## config.mk

```make
export PLATFORM = sky130hd
export DESIGN_NAME = i2c_cmd_engine
export DESIGN_NICKNAME = d
export VERILOG_FILES = /design/src/rtl/i2c_eng_pkg.sv /design/src/rtl/i2c_qtick.sv /design/src/rtl/i2c_bus_seq.sv /design/src/rtl/i2c_regs.sv /design/src/rtl/i2c_cmd_engine.sv
export SDC_FILE = /design/constraint.sdc
export NUM_CORES = 1
export LEC_CHECK = 0
export BUFFER_PORTS_ARGS = -buffer_cell sky130_fd_sc_hd__buf_2
export CORE_ASPECT_RATIO = 1.1
export CORE_MARGIN = 5
export CORE_UTILIZATION = 35
export CTS_CLUSTER_DIAMETER = 100
export CTS_CLUSTER_SIZE = 10
export DETAILED_ROUTE_END_ITERATION = 8
export PLACE_DENSITY = 0.54
export SETUP_SLACK_MARGIN = 0.2
export SLEW_MARGIN = 10
export SYNTH_ARGS = -nofsm -noshare
export SYNTH_HDL_FRONTEND = slang
export SYNTH_SLANG_ARGS = --single-unit
```

## constraint.sdc

```tcl
create_clock -name clk -period 3.4 [get_ports clk]
set_input_delay 0.17 -clock clk [delete_from_list [all_inputs] [get_ports clk]]
set_output_delay 0.17 -clock clk [all_outputs]
set_load 0.05 [all_outputs]
```

## src/rtl/i2c_eng_pkg.sv

```systemverilog
package i2c_eng_pkg;

  typedef enum logic [1:0] {
    OP_START   = 2'd0,
    OP_RESTART = 2'd1,
    OP_STOP    = 2'd2,
    OP_BYTE    = 2'd3
  } bus_op_e;

  localparam logic [1:0] ADR_CTRL = 2'd0;
  localparam logic [1:0] ADR_DATA = 2'd1;
  localparam logic [1:0] ADR_STAT = 2'd2;
  localparam logic [1:0] ADR_IEN  = 2'd3;

  localparam int          STEP_W   = 6;
  localparam logic [5:0]  ACK_STEP = 6'd33;

  // final quarter step of each operation
  function automatic logic [5:0] last_step(bus_op_e op);
    case (op)
      OP_START, OP_RESTART: last_step = 6'd3;
      OP_STOP:              last_step = 6'd7;
      default:              last_step = 6'd35;
    endcase
  endfunction

  // line enables {scl_low, sda_low} for a given operation step
  function automatic logic [1:0] line_drive(bus_op_e op, logic [5:0] step,
                                            logic [7:0] d);
    logic [3:0] bitn;
    logic [1:0] q;
    logic       sl;
    bitn = step[5:2];
    q    = step[1:0];
    sl   = 1'b0;
    case (op)
      OP_START: begin
        case (step)
          6'd0:       line_drive = 2'b00;
          6'd1, 6'd2: line_drive = 2'b01;
          default:    line_drive = 2'b11;
        endcase
      end
      OP_RESTART: begin
        case (step)
          6'd0:    line_drive = 2'b10;
          6'd1:    line_drive = 2'b00;
          6'd2:    line_drive = 2'b01;
          default: line_drive = 2'b11;
        endcase
      end
      OP_STOP: begin
        case (step)
          6'd0:    line_drive = 2'b11;
          6'd1:    line_drive = 2'b01;
          default: line_drive = 2'b00;
        endcase
      end
      default: begin
        if (bitn < 4'd8) sl = ~d[~step[4:2]];
        line_drive = {(q == 2'd0) || (q == 2'd3), sl};
      end
    endcase
  endfunction

  function automatic logic cmd_launches(logic [1:0] cmd);
    return (cmd == 2'd1) || (cmd == 2'd2);
  endfunction

  function automatic bus_op_e cmd_to_op(logic [1:0] cmd, logic again);
    if (cmd == 2'd2) return OP_STOP;
    return again ? OP_RESTART : OP_START;
  endfunction

endpackage

```

## src/rtl/i2c_qtick.sv

```systemverilog
module i2c_qtick #(
  parameter int QTR_CYCLES = 250
) (
  input  logic clk,
  input  logic rst_n,
  input  logic run,
  output logic tick
);
  localparam int CW = (QTR_CYCLES > 1) ? $clog2(QTR_CYCLES) : 1;
  localparam logic [CW-1:0] TOP = CW'(QTR_CYCLES - 1);

  logic [CW-1:0] cnt;

  assign tick = run && (cnt == TOP);

  always_ff @(posedge clk or negedge rst_n) begin
    if (!rst_n)        cnt <= '0;
    else if (!run)     cnt <= '0;
    else if (cnt == TOP) cnt <= '0;
    else               cnt <= cnt + 1'b1;
  end
endmodule

```

## src/rtl/i2c_bus_seq.sv

```systemverilog
module i2c_bus_seq
  import i2c_eng_pkg::*;
(
  input  logic       clk,
  input  logic       rst_n,
  input  logic       launch,
  input  bus_op_e    launch_op,
  input  logic [7:0] launch_data,
  input  logic       tick,
  input  logic       sda_in,
  output logic       busy,
  output logic       nak,
  output logic       scl_oe,
  output logic       sda_oe,
  output logic       seq_done,
  output logic       cond_phase,
  output logic       byte_is_op,
  output logic [7:0] cur_byte
);
  bus_op_e           op;
  logic [STEP_W-1:0] step;
  logic              at_end;
  logic [1:0]        drive;

  assign at_end     = (step == last_step(op));
  assign seq_done   = busy && tick && at_end;
  assign cond_phase = busy && (op != OP_BYTE);
  assign byte_is_op = (op == OP_BYTE);
  assign drive      = line_drive(op, step, cur_byte);

  always_ff @(posedge clk or negedge rst_n) begin
    if (!rst_n) begin
      busy     <= 1'b0;
      op       <= OP_START;
      step     <= '0;
      cur_byte <= '0;
      nak      <= 1'b0;
    end else if (!busy) begin
      if (launch) begin
        busy <= 1'b1;
        op   <= launch_op;
        step <= '0;
        if (launch_op == OP_BYTE) cur_byte <= launch_data;
      end
    end else if (tick) begin
      if (op == OP_BYTE && step == ACK_STEP) nak <= sda_in;
      if (at_end) busy <= 1'b0;
      else        step <= step + 1'b1;
    end
  end

  // registered line enables, held while idle
  always_ff @(posedge clk or negedge rst_n) begin
    if (!rst_n) begin
      scl_oe <= 1'b0;
      sda_oe <= 1'b0;
    end else if (busy) begin
      scl_oe <= drive[1];
      sda_oe <= drive[0];
    end
  end
endmodule

```

## src/rtl/i2c_regs.sv

```systemverilog
module i2c_regs
  import i2c_eng_pkg::*;
(
  input  logic       clk,
  input  logic       rst_n,
  input  logic       wr_en,
  input  logic [1:0] wr_addr,
  input  logic [7:0] wr_data,
  input  logic [1:0] rd_addr,
  output logic [7:0] rd_data,
  input  logic       busy,
  input  logic       nak,
  input  logic       seq_done,
  output logic       done_flag,
  output logic       irq,
  output logic       launch,
  output bus_op_e    launch_op,
  output logic [7:0] launch_data
);
  logic       en;
  logic [1:0] cmd;
  logic       ien;
  logic       ctrl_wr, data_wr, stat_wr;

  assign ctrl_wr = wr_en && (wr_addr == ADR_CTRL) && !busy;
  assign data_wr = wr_en && (wr_addr == ADR_DATA) && !busy && en;
  assign stat_wr = wr_en && (wr_addr == ADR_STAT);

  always_comb begin
    launch      = 1'b0;
    launch_op   = OP_BYTE;
    launch_data = wr_data;
    if (ctrl_wr && wr_data[0] && cmd_launches(wr_data[2:1])) begin
      launch    = 1'b1;
      launch_op = cmd_to_op(wr_data[2:1], wr_data[3]);
    end else if (data_wr) begin
      launch    = 1'b1;
    end
  end

  always_ff @(posedge clk or negedge rst_n) begin
    if (!rst_n) begin
      en        <= 1'b0;
      cmd       <= 2'd0;
      ien       <= 1'b0;
      done_flag <= 1'b0;
    end else begin
      if (ctrl_wr) begin
        en  <= wr_data[0];
        cmd <= wr_data[2:1];
      end
      if (wr_en && wr_addr == ADR_IEN) ien <= wr_data[3];
      if (seq_done)                    done_flag <= 1'b1;
      else if (stat_wr && wr_data[3])  done_flag <= 1'b0;
    end
  end

  assign irq = done_flag & ien;

  always_comb begin
    case (rd_addr)
      ADR_CTRL: rd_data = {4'b0, nak, cmd, en};
      ADR_STAT: rd_data = {busy, 3'b0, done_flag, 3'b0};
      ADR_IEN:  rd_data = {4'b0, ien, 3'b0};
      default:  rd_data = 8'h00;
    endcase
  end
endmodule

```

## src/rtl/i2c_cmd_engine.sv

```systemverilog
module i2c_cmd_engine
  import i2c_eng_pkg::*;
#(
  parameter int QTR_CYCLES = 250
) (
  input  logic       clk,
  input  logic       rst_n,
  input  logic       wr_en,
  input  logic [1:0] wr_addr,
  input  logic [7:0] wr_data,
  input  logic [1:0] rd_addr,
  output logic [7:0] rd_data,
  output logic       irq,
  input  logic       sda_in,
  output logic       scl_oe,
  output logic       sda_oe
);
  logic       busy, nak, seq_done, cond_phase, byte_is_op, tick;
  logic       done_flag, launch;
  bus_op_e    launch_op;
  logic [7:0] launch_data, cur_byte;

  i2c_regs u_regs (
    .clk(clk), .rst_n(rst_n), .wr_en(wr_en), .wr_addr(wr_addr),
    .wr_data(wr_data), .rd_addr(rd_addr), .rd_data(rd_data),
    .busy(busy), .nak(nak), .seq_done(seq_done), .done_flag(done_flag),
    .irq(irq), .launch(launch), .launch_op(launch_op),
    .launch_data(launch_data)
  );

  i2c_qtick #(.QTR_CYCLES(QTR_CYCLES)) u_tick (
    .clk(clk), .rst_n(rst_n), .run(busy), .tick(tick)
  );

  i2c_bus_seq u_seq (
    .clk(clk), .rst_n(rst_n), .launch(launch), .launch_op(launch_op),
    .launch_data(launch_data), .tick(tick), .sda_in(sda_in),
    .busy(busy), .nak(nak), .scl_oe(scl_oe), .sda_oe(sda_oe),
    .seq_done(seq_done), .cond_phase(cond_phase),
    .byte_is_op(byte_is_op), .cur_byte(cur_byte)
  );
endmodule

```

; ---- Word level (Yosys, flattened, before mapping)
; Index checks and enable logic that the tools add are counted.
[totals]
ff_bits = 33
inputBits = 16
output_inout_bits = 11
[classes]
n_addsub = 2
magnitude_cmp = 2
eq_ne = 19
n_mux = 29
n_bitwise = 4
n_reduce_logical = 30
[op_table]
columns = op, count
row1 = $mux 6, 4
row2 = $pmux 8 s3, 1
row3 = $eq 2x2->1 const B, 9
row4 = $mux 8, 2
row5 = $logic_and 1x1->1, 14
row6 = $mux 1, 13
row7 = $pmux 2 s3, 2
row8 = $pmux 6 s2, 1
row9 = $reduce_and 3->1, 3
row10 = $add 8x1->8 const B, 1
row11 = $eq 8x8->1 const B, 1
row12 = $logic_not 2->1, 4
row13 = $pmux 2 s2, 2
row14 = $add 6x1->6 const B, 1
row15 = $eq 2x1->1 const B, 3
row16 = $eq 6x1->1 const B, 1
row17 = $eq 6x2->1 const B, 1
row18 = $eq 6x6->1, 1
row19 = $eq 6x6->1 const B, 1
row20 = $logic_not 6->1, 1
row21 = $mux 2, 3
row22 = $lt 3x4->1 const B, 1
row23 = $lt 4x4->1 const B, 1
row24 = $reduce_bool 2->1, 2
row25 = other kinds (10), 13

; ---- Longest topological paths before layout
; Gate-level depths: netlist of the first run.
[depth]
word_depth = 10
mapped_depth = 6
mapped_depth_nobuf = 6

; ---- By module
; Synthesis of the first run repeated with hierarchy kept, for this count alone.
[hier_totals]
hier_cells = 191
hier_area_um2 = 2015.7
[modules_own_cells]
columns = mod, n_inst, cells_each, area_per_inst_um2
row1 = i2c_bus_seq, 1, 104, 1188.6
row2 = i2c_regs, 1, 44, 421.7
row3 = i2c_qtick, 1, 43, 405.4

; ---- Worst setup path after synthesis of the first run
; OpenSTA, ideal clock, no wires.
[synth_timing]
kind = reg-to-reg
start = register u_seq.step[3]
end = register u_seq.scl_oe
setup_time_ns = 0.125
t_arrival_ns = 1.672
t_required_ns = 3.275
path_slack_ns = 1.604
path_stages_with_launch = 6
n_path_buf = 1
period_less_slack_ns = 1.796
path_cell_list = dfrtp_1 -> buf_2 -> or4_1 -> a2111oi_0 -> a31oi_1 -> mux2_2
[synth_via]
elab_chain_cells = 4
[synth_lines]
columns = element, line_no
row1 = from (decl), i2c_bus_seq.sv:21  ; logic [STEP_W-1:0] step;
row2 = from (signal assigned), i2c_bus_seq.sv:48  ; else step <= step + 1'b1;
row3 = $eq 6x2->1 / $eq 6x1->1 (equally long branches), "i2c_eng_pkg.sv:38, i2c_eng_pkg.sv:45, i2c_eng_pkg.sv:53"
row4 = $reduce_or 2->1, i2c_eng_pkg.sv:38  ; case (step)
row5 = $pmux 2 s2, i2c_eng_pkg.sv:38
row6 = $pmux 2 s3 (*), i2c_eng_pkg.sv:36  ; case (op)
row7 = to (signal assigned), i2c_bus_seq.sv:58  ; scl_oe <= drive[1];
row8 = to (decl), i2c_bus_seq.sv:13  ; output logic scl_oe,
; Every way passes the cells marked *; elsewhere a longest branch is shown, timed or not.
; A chain may end at the register's enable or synchronous reset.

; ---- Worst setup path after layout of the first run
[layout_timing]
start = register u_seq.busy
end = register u_seq.step[1]
[layout_via]
elab_chain_cells = 7
[layout_lines]
columns = element, line_no
row1 = from (decl), i2c_bus_seq.sv:11  ; output logic busy,
row2 = from (signal assigned), i2c_bus_seq.sv:33  ; busy <= 1'b0;
row3 = from (signal assigned), i2c_bus_seq.sv:40  ; busy <= 1'b1;
row4 = from (signal assigned), i2c_bus_seq.sv:47  ; if (at_end) busy <= 1'b0;
row5 = $logic_not 1->1, --
row6 = $logic_and 1x1->1 (on tied branches), "i2c_regs.sv:26, i2c_regs.sv:25"
row7 = $logic_and 1x1->1 (on tied branches), "i2c_regs.sv:26, i2c_regs.sv:33"
row8 = $mux 1 / $logic_and 1x1->1 (equally long branches), "i2c_regs.sv:36, i2c_regs.sv:33"
row9 = $mux 1, i2c_regs.sv:33  ; if (ctrl_wr && wr_data[0] && cmd_launches(wr_data[2:1])) begin
row10 = $reduce_bool 2->1 (no line), --
row11 = $reduce_and 3->1 (no line), --
; Parallel ways exist; a longest one is shown, timed or not.

==> results.sh, run 1 <==
export IMPL_path_max_fanout=12
export IMPL_cp_data_required_time_ns=3.56
export IMPL_drc_errors=0
export IMPL_vias_per_cell=5.265
export IMPL_max_slew_margin_pct=49.68
export IMPL_syn_area_per_cell_sq_um=10.63
export IMPL_period_share_pct=60.68
export IMPL_min_period_ns=2.063
export IMPL_synthXorXnorAreaFrac_pct=3.878
export IMPL_place_congestion=0.7640
export IMPL_synth_compound_area_share_pct=8.864
export IMPL_skew_ns=0.004692
export IMPL_synthDistinctLibCells=44
export IMPL_rsz0062_at_grt="no"
export IMPL_clock_tree_root_cell="clkbuf_8"
export IMPL_die_area_sq_um=6701
export IMPL_cpPeakStageDelay_ns=0.69
export IMPL_synth_top_area_share_pct=45.71
export IMPL_grt_start_max_net_pins=34
export IMPL_port_buffers=23
export IMPL_drtPass1Iterations=4
export IMPL_nets=218
export IMPL_synth_top_family_by_area="simple AND/OR/NAND/NOR gates"
export IMPL_ioPinCount=27
export IMPL_cts_buffers=5
export IMPL_muxShareOfSynthArea_pct=11.50
export IMPL_fin_area_sq_um=2047
export IMPL_syn2layout_area_growth_pct=13.30
export IMPL_ys_seq_area_share_pct=45.71
export IMPL_p_total_uw=1443
export IMPL_ys_seq_elements=33
export IMPL_grtUsageTotal_pct=11.38
export IMPL_drive_above_1_share_pct=23.08
export IMPL_tns_ns=0
export IMPL_cp_end_kind="flip-flop"
export IMPL_numClockSinks=33
export IMPL_synthAdderAreaFrac_pct=4.848
export IMPL_hp_class="primary input to flip-flop"
export IMPL_core_area_sq_um=5000
export IMPL_post_route_util_pct=40.94
export IMPL_cts_hold_buf=1
export IMPL_p_per_area_nw_per_um2=704.8
export IMPL_synthArstFlopShare_pct=100.0
export IMPL_cts_max_level=2
export IMPL_dr_total_vias=1332
export IMPL_synth_edf_count=0
export IMPL_grt_pass1_vias=1287
export IMPL_rrSetupSlack_ns=1.34
export IMPL_cts_tree="built"
export IMPL_cp_slowest_cell="or4b_1"
export IMPL_ir_drop_v=0.0003969
export IMPL_maxCapViolCount=0
export IMPL_startpoint_type="flip-flop"
export IMPL_die_x_um=78.51
export IMPL_grt_antenna_before_repair=0
export IMPL_synth_area_leaders="dfrtp_1, mux2_2, ha_1"
export IMPL_slew_violations=0
export IMPL_antenna_left=0
export IMPL_hpwl_um=2732
export IMPL_syn_cell_area_sq_um=1807
export IMPL_ctsResizeCount=0
export IMPL_synthFlopType="dfrtp_1"
export IMPL_drt_iter0_drc=66
export IMPL_worst_pin_slew_ns=0.7549
export IMPL_yosys_area_top_type="dfrtp_1"
export IMPL_postPlaceCellArea_sq_um=1951
export IMPL_p_leak_uw=0.0009281
export IMPL_cts_setup_buffers=0
export IMPL_clk_latency_ns=0.28
export IMPL_cp_top_family="compound AO/OA/AOI/OAI gates"
export IMPL_ys_warn_count=0
export IMPL_path_class="flip-flop to flip-flop"
export IMPL_outcome="completed"
export IMPL_grt_pass1_wl_um=6120
export IMPL_start_util_pct=36.14
export IMPL_overflow=0
export IMPL_critical_path_buf_inv_count=0
export IMPL_wire_per_inst_um=13.98
export IMPL_clk_pin_slew_ns=0.06
export IMPL_critPathArrivalTime_ns=2.22
export IMPL_path_cells="or4b_1 > o32ai_2 > o21bai_1 > o2bb2ai_1"
export IMPL_die_y_um=85.36
export IMPL_clock_path_buffers=2
export IMPL_finalHoldViolations=0
export IMPL_fmaxAchievable_mhz=484.7
export IMPL_whs_ns=0.1217
export IMPL_synthCells=170
export IMPL_std_cell_rows=27
export IMPL_yosys_area_share_simple_pct=20.91
export IMPL_n_antenna_cell=0
export IMPL_setup_viol=0
export IMPL_totalWireLength_um=3537
[power breakdown]
part	internal, uW	switching (uW)
registers	531	158
logic	221	243
clock network	160	129
total	913	530
[final timing paths]
path | from | end | cells after the start
min | sda_in | u_seq.nak$_DFFE_PN0P_ | 2
min in group asynchronous | rst_n | u_regs.done_flag$_DFFE_PN0P_ | 2
max in group asynchronous | rst_n | u_regs.cmd[0]$_DFFE_PN0N_ | 2
min reg2reg | u_regs.cmd[0]$_DFFE_PN0N_ | u_regs.cmd[0]$_DFFE_PN0N_ | 2
max | u_seq.busy$_DFF_PN0_ | u_seq.step[1]$_DFFE_PN0P_ | 4
max reg2reg | u_seq.busy$_DFF_PN0_ | u_seq.step[1]$_DFFE_PN0P_ | 4
[kinds of logic (layout without fill, tap and decap cells)]
logic type               after synthesis  count (layout)
other                                  1               3
flip-flops                            33              33
XOR/XNOR                               8               8
adder cells (fa/ha/maj)                7               7
AND/OR/NAND/NOR                       70              70
multiplexers                          16              16
buffers and inverters                 14              37
AO/OA/AOI/OAI                         21              21
[area by class of cell]
type | count | area [sq um]
multi-input cells | 125 | 914.6
fillers | 502 | 2953
well taps | 58 | 72.57
repair buffers | 24 | 125.1
inverters | 6 | 22.52
flip-flops and latches | 33 | 825.8
clock buffers | 7 | 86.33
[cells in the final DEF, fill, tap and decap left out, types with 2 or more instances in the layout]
cell type,instances
dfrtp_1,33
buf_2,23
nor2_1,18
nand2_1,13
mux2_2,12
nand3_1,7
ha_1,7
inv_1,6
nor3_1,6
clkbuf_8,6
o21ai_0,4
and2_1,4
xnor2_1,4
xor2_1,4
a21oi_1,4
nand4b_1,3
or4_1,3
conb_1,3
mux2i_1,2
and3_1,2
and4b_1,2
nand2b_1,2
nand4_1,2
o31ai_1,2
o21bai_1,2
mux4_1,2
a31oi_1,2
[per-stage QoR]
step	setup slack, ns	cells
2_1_floorplan	1.604	172
3_3_place_gp	1.368	245
3_5_place_dp	1.331	245
4_1_cts	1.318	253
5_1_grt	1.214	253
6_report	1.337	253
[registers in the layout (all words and copies together) (netlist names), 2 cells and up]
register        count
u_seq.cur_byte      8
u_seq.op            2
u_tick.cnt          8
u_regs.cmd          2
u_seq.step          6
[Yosys cell counts (2+ instances only)]
master    number
nand2b_1       2
o21bai_1       2
xor2_1         4
dfrtp_1       33
mux2i_1        2
o21ai_0        4
nor2_1        18
a31oi_1        2
xnor2_1        4
clkbuf_1       2
ha_1           7
and3_1         2
nand3_1        7
inv_1          6
nand4_1        2
and2_1         4
or4_1          3
mux2_2        12
buf_4          3
nor3_1         6
buf_2          2
o31ai_1        2
a21oi_1        4
nand2_1       13
nand4b_1       3
mux4_1         2
and4b_1        2
[per-layer routing]
metal	global-route usage (%)	part of all wire, %
met4	4.134	0.54
met3	2.866	4.2
met5	0	0
met2	18.30	49
met1	14.75	46
(Power assumes the default switching activity.)
==> inputs of run 2 (changes only) <==
--- a/config.mk
+++ b/config.mk
@@ -12,7 +12,7 @@
 export CTS_CLUSTER_DIAMETER = 100
 export CTS_CLUSTER_SIZE = 10
 export DETAILED_ROUTE_END_ITERATION = 8
-export PLACE_DENSITY = 0.54
+export PLACE_DENSITY = 0.56
 export SETUP_SLACK_MARGIN = 0.2
 export SLEW_MARGIN = 10
 export SYNTH_ARGS = -nofsm -noshare
==> constraint.sdc (replaced) <==
create_clock -name clk -period 1.85 [get_ports clk]
set_input_delay 0.0925 -clock clk [delete_from_list [all_inputs] [get_ports clk]]
set_output_delay 0.0925 -clock clk [all_outputs]
set_load 0.05 [all_outputs]
==> run 2 against run 1 <==
Effect of this change:
- worst hold slack lost 0.084 ns
- combinational power increased to 2.8 times the previous value
- setup slack got worse by 1.2 ns
- largest power group is now combinational logic
- non-clock buffer count increased by 16
- core utilization is 4.9 points higher
- cell area grew 12%
- total power up 120%
- highest routed layer unchanged
- count of clock-buffer cells in the layout unchanged
- die area unchanged
==> results.sh, run 2 (synthesis results as in run 1) <==
export IMPL_outcome="completed"
export IMPL_die_x_um=78.51
export IMPL_nets=235
export IMPL_p_per_area_nw_per_um2=1382
export IMPL_min_period_ns=1.682
export IMPL_die_area_sq_um=6701
export IMPL_overflow=0
export IMPL_cp_depth=4
export IMPL_drtPass1Iterations=4
export IMPL_path_max_fanout=3
export IMPL_r2r_end="u_seq.scl_oe$_DFFE_PN0P_"
export IMPL_cp_data_required_time_ns=2.07
export IMPL_numClockSinks=33
export IMPL_ioPinCount=27
export IMPL_max_slew_margin_pct=50.79
export IMPL_critPathCapture="u_seq.scl_oe$_DFFE_PN0P_"
export IMPL_postPlaceCellArea_sq_um=2062
export IMPL_clk_pin_slew_ns=0.07
export IMPL_rrSetupSlack_ns=0.17
export IMPL_grt_met1_usage_pct=15.81
export IMPL_dr_total_vias=1374
export IMPL_fmaxAchievable_mhz=594.5
export IMPL_syn2layout_area_growth_pct=26.87
export IMPL_p_total_uw=3169
export IMPL_std_cell_rows=27
export IMPL_met2_usage_pct=20.15
export IMPL_drt_iter0_drc=42
export IMPL_critPathArrivalTime_ns=1.91
export IMPL_hp_class="primary input to flip-flop"
export IMPL_cts_tree="built"
export IMPL_setup_viol=0
export IMPL_startpoint="u_seq.step[3]$_DFFE_PN0P_"
export IMPL_antenna_left=0
export IMPL_die_y_um=85.36
export IMPL_skew_ns=0.003319
export IMPL_start_util_pct=36.14
export IMPL_vias_per_cell=5.070
export IMPL_reg2reg_depth=4
export IMPL_cp_top_family="simple AND/OR/NAND/NOR gates"
export IMPL_port_buffers=23
export IMPL_fin_area_sq_um=2292
export IMPL_startpoint_type="flip-flop"
export IMPL_reg_top3="u_seq.cur_byte: 8 flops, u_tick.cnt: 8 flops, u_seq.step: 6 flops"
export IMPL_rsz0062_at_grt="yes"
export IMPL_grt_pass1_wl_um=6665
export IMPL_clk_latency_ns=0.28
export IMPL_clock_tree_root_cell="clkbuf_8"
export IMPL_most_common_layout_cells="dfrtp_1, buf_2, nor2_1"
export IMPL_maxCapViolCount=0
export IMPL_worstReg2RegStart="u_seq.step[3]$_DFFE_PN0P_"
export IMPL_ir_drop_v=0.0007201
export IMPL_path_class="flip-flop to flip-flop"
export IMPL_worst_pin_slew_ns=0.7381
export IMPL_wire_per_inst_um=14.20
export IMPL_grtUsageTotal_pct=12.43
export IMPL_grt_antenna_before_repair=0
export IMPL_core_area_sq_um=5000
export IMPL_n_antenna_cell=0
export IMPL_critical_path_buf_inv_count=0
export IMPL_drive_above_1_share_pct=37.56
export IMPL_grt_use_met3_pct=2.760
export IMPL_place_congestion=0.7427
export IMPL_slew_violations=0
export IMPL_cp_end_kind="flip-flop"
export IMPL_tns_ns=0
export IMPL_period_share_pct=90.92
export IMPL_final_common_cell="dfrtp_1"
export IMPL_whs_ns=0.03750
export IMPL_post_route_util_pct=45.85
export IMPL_cts_buffers=5
export IMPL_clock_path_buffers=2
export IMPL_cpPeakStageDelay_ns=0.57
export IMPL_finalHoldViolations=0
export IMPL_cp_slowest_cell="or4_4"
export IMPL_cts_max_level=2
export IMPL_p_leak_uw=0.001025
export IMPL_grt_start_max_net_pins=34
export IMPL_busiest_layer="met2"
export IMPL_totalWireLength_um=3847
export IMPL_drc_errors=0
export IMPL_grt_pass1_vias=1435
export IMPL_path_cells="or4_4 > or3b_1 > a31oi_1 > mux2_2"
export IMPL_hpwl_um=2769
## run 2: changes by cell type in the layout (fill, tap and decap cells not counted), moves of 2 or more
cell	delta
or4_1	-2
mux4_1	-2
ha_1	-2
mux4_2	+2
ha_2	+2
or4_4	+2
buf_4	+15
## run 2: stage by stage
step,instances,worst slack [ns]
after global placement,254,0.1312
after CTS,268,0.1503
after detailed placement,254,0.08199
final,271,0.1679
after floorplan,172,0.1527
after global routing,271,0.1059
## run 2: power by group
group	total (uW)	leakage, uW	internal (uW)	switching, uW
Clock	691	0.0000585	439	252
Combinational	1320	0.000549	646	672
Sequential	1160	0.000417	980	180
## run 2: final cells by class
type / instances / area [sq um]
clock buffers: 7 / 86.33
repair buffers: 40 / 249.0
well taps: 58 / 72.57
fillers: 496 / 2708
inverters: 6 / 22.52
multi-input cells: 126 / 1005
clock inverters: 1 / 30.03
flip-flops and latches: 33 / 827.0
## run 2: worst min path at each step
stage | cells after the start | start | to | slack, ns
after floorplan | 0 | rst_n | u_regs.cmd[0]$_DFFE_PN0N_ | -0.20
after global placement | 1 | rst_n | u_seq.scl_oe$_DFFE_PN0P_ | 0.22
after global routing | 2 | wr_data[4] | u_seq.cur_byte[4]$_DFFE_PN0P_ | 0.03
after detailed placement | 1 | rst_n | u_seq.scl_oe$_DFFE_PN0P_ | 0.21
after CTS | 2 | wr_data[4] | u_seq.cur_byte[4]$_DFFE_PN0P_ | 0.03
final | 2 | wr_data[4] | u_seq.cur_byte[4]$_DFFE_PN0P_ | 0.04
## run 2: per-layer routing
metal,wire length [um],up-vias,share of wire (%)
li1,-,685,-
met4,46,0,1.2
met1,1819,661,47
met2,1878,23,49
met3,102,5,2.7
met5,0,-,0
## run 2: what timing repair did
| action | 4_1_cts | 5_1_grt |
|---|---|---|
| pin swaps | 5 | 4 |
| setup buffers | 5 | 2 |
| setup endpoints to repair | 16 | 16 |
| hold buffers | 1 | 0 |
| gates resized for setup | 5 | 11 |
| hold endpoints to repair | 33 | 0 |
| cloned | 0 | 1 |
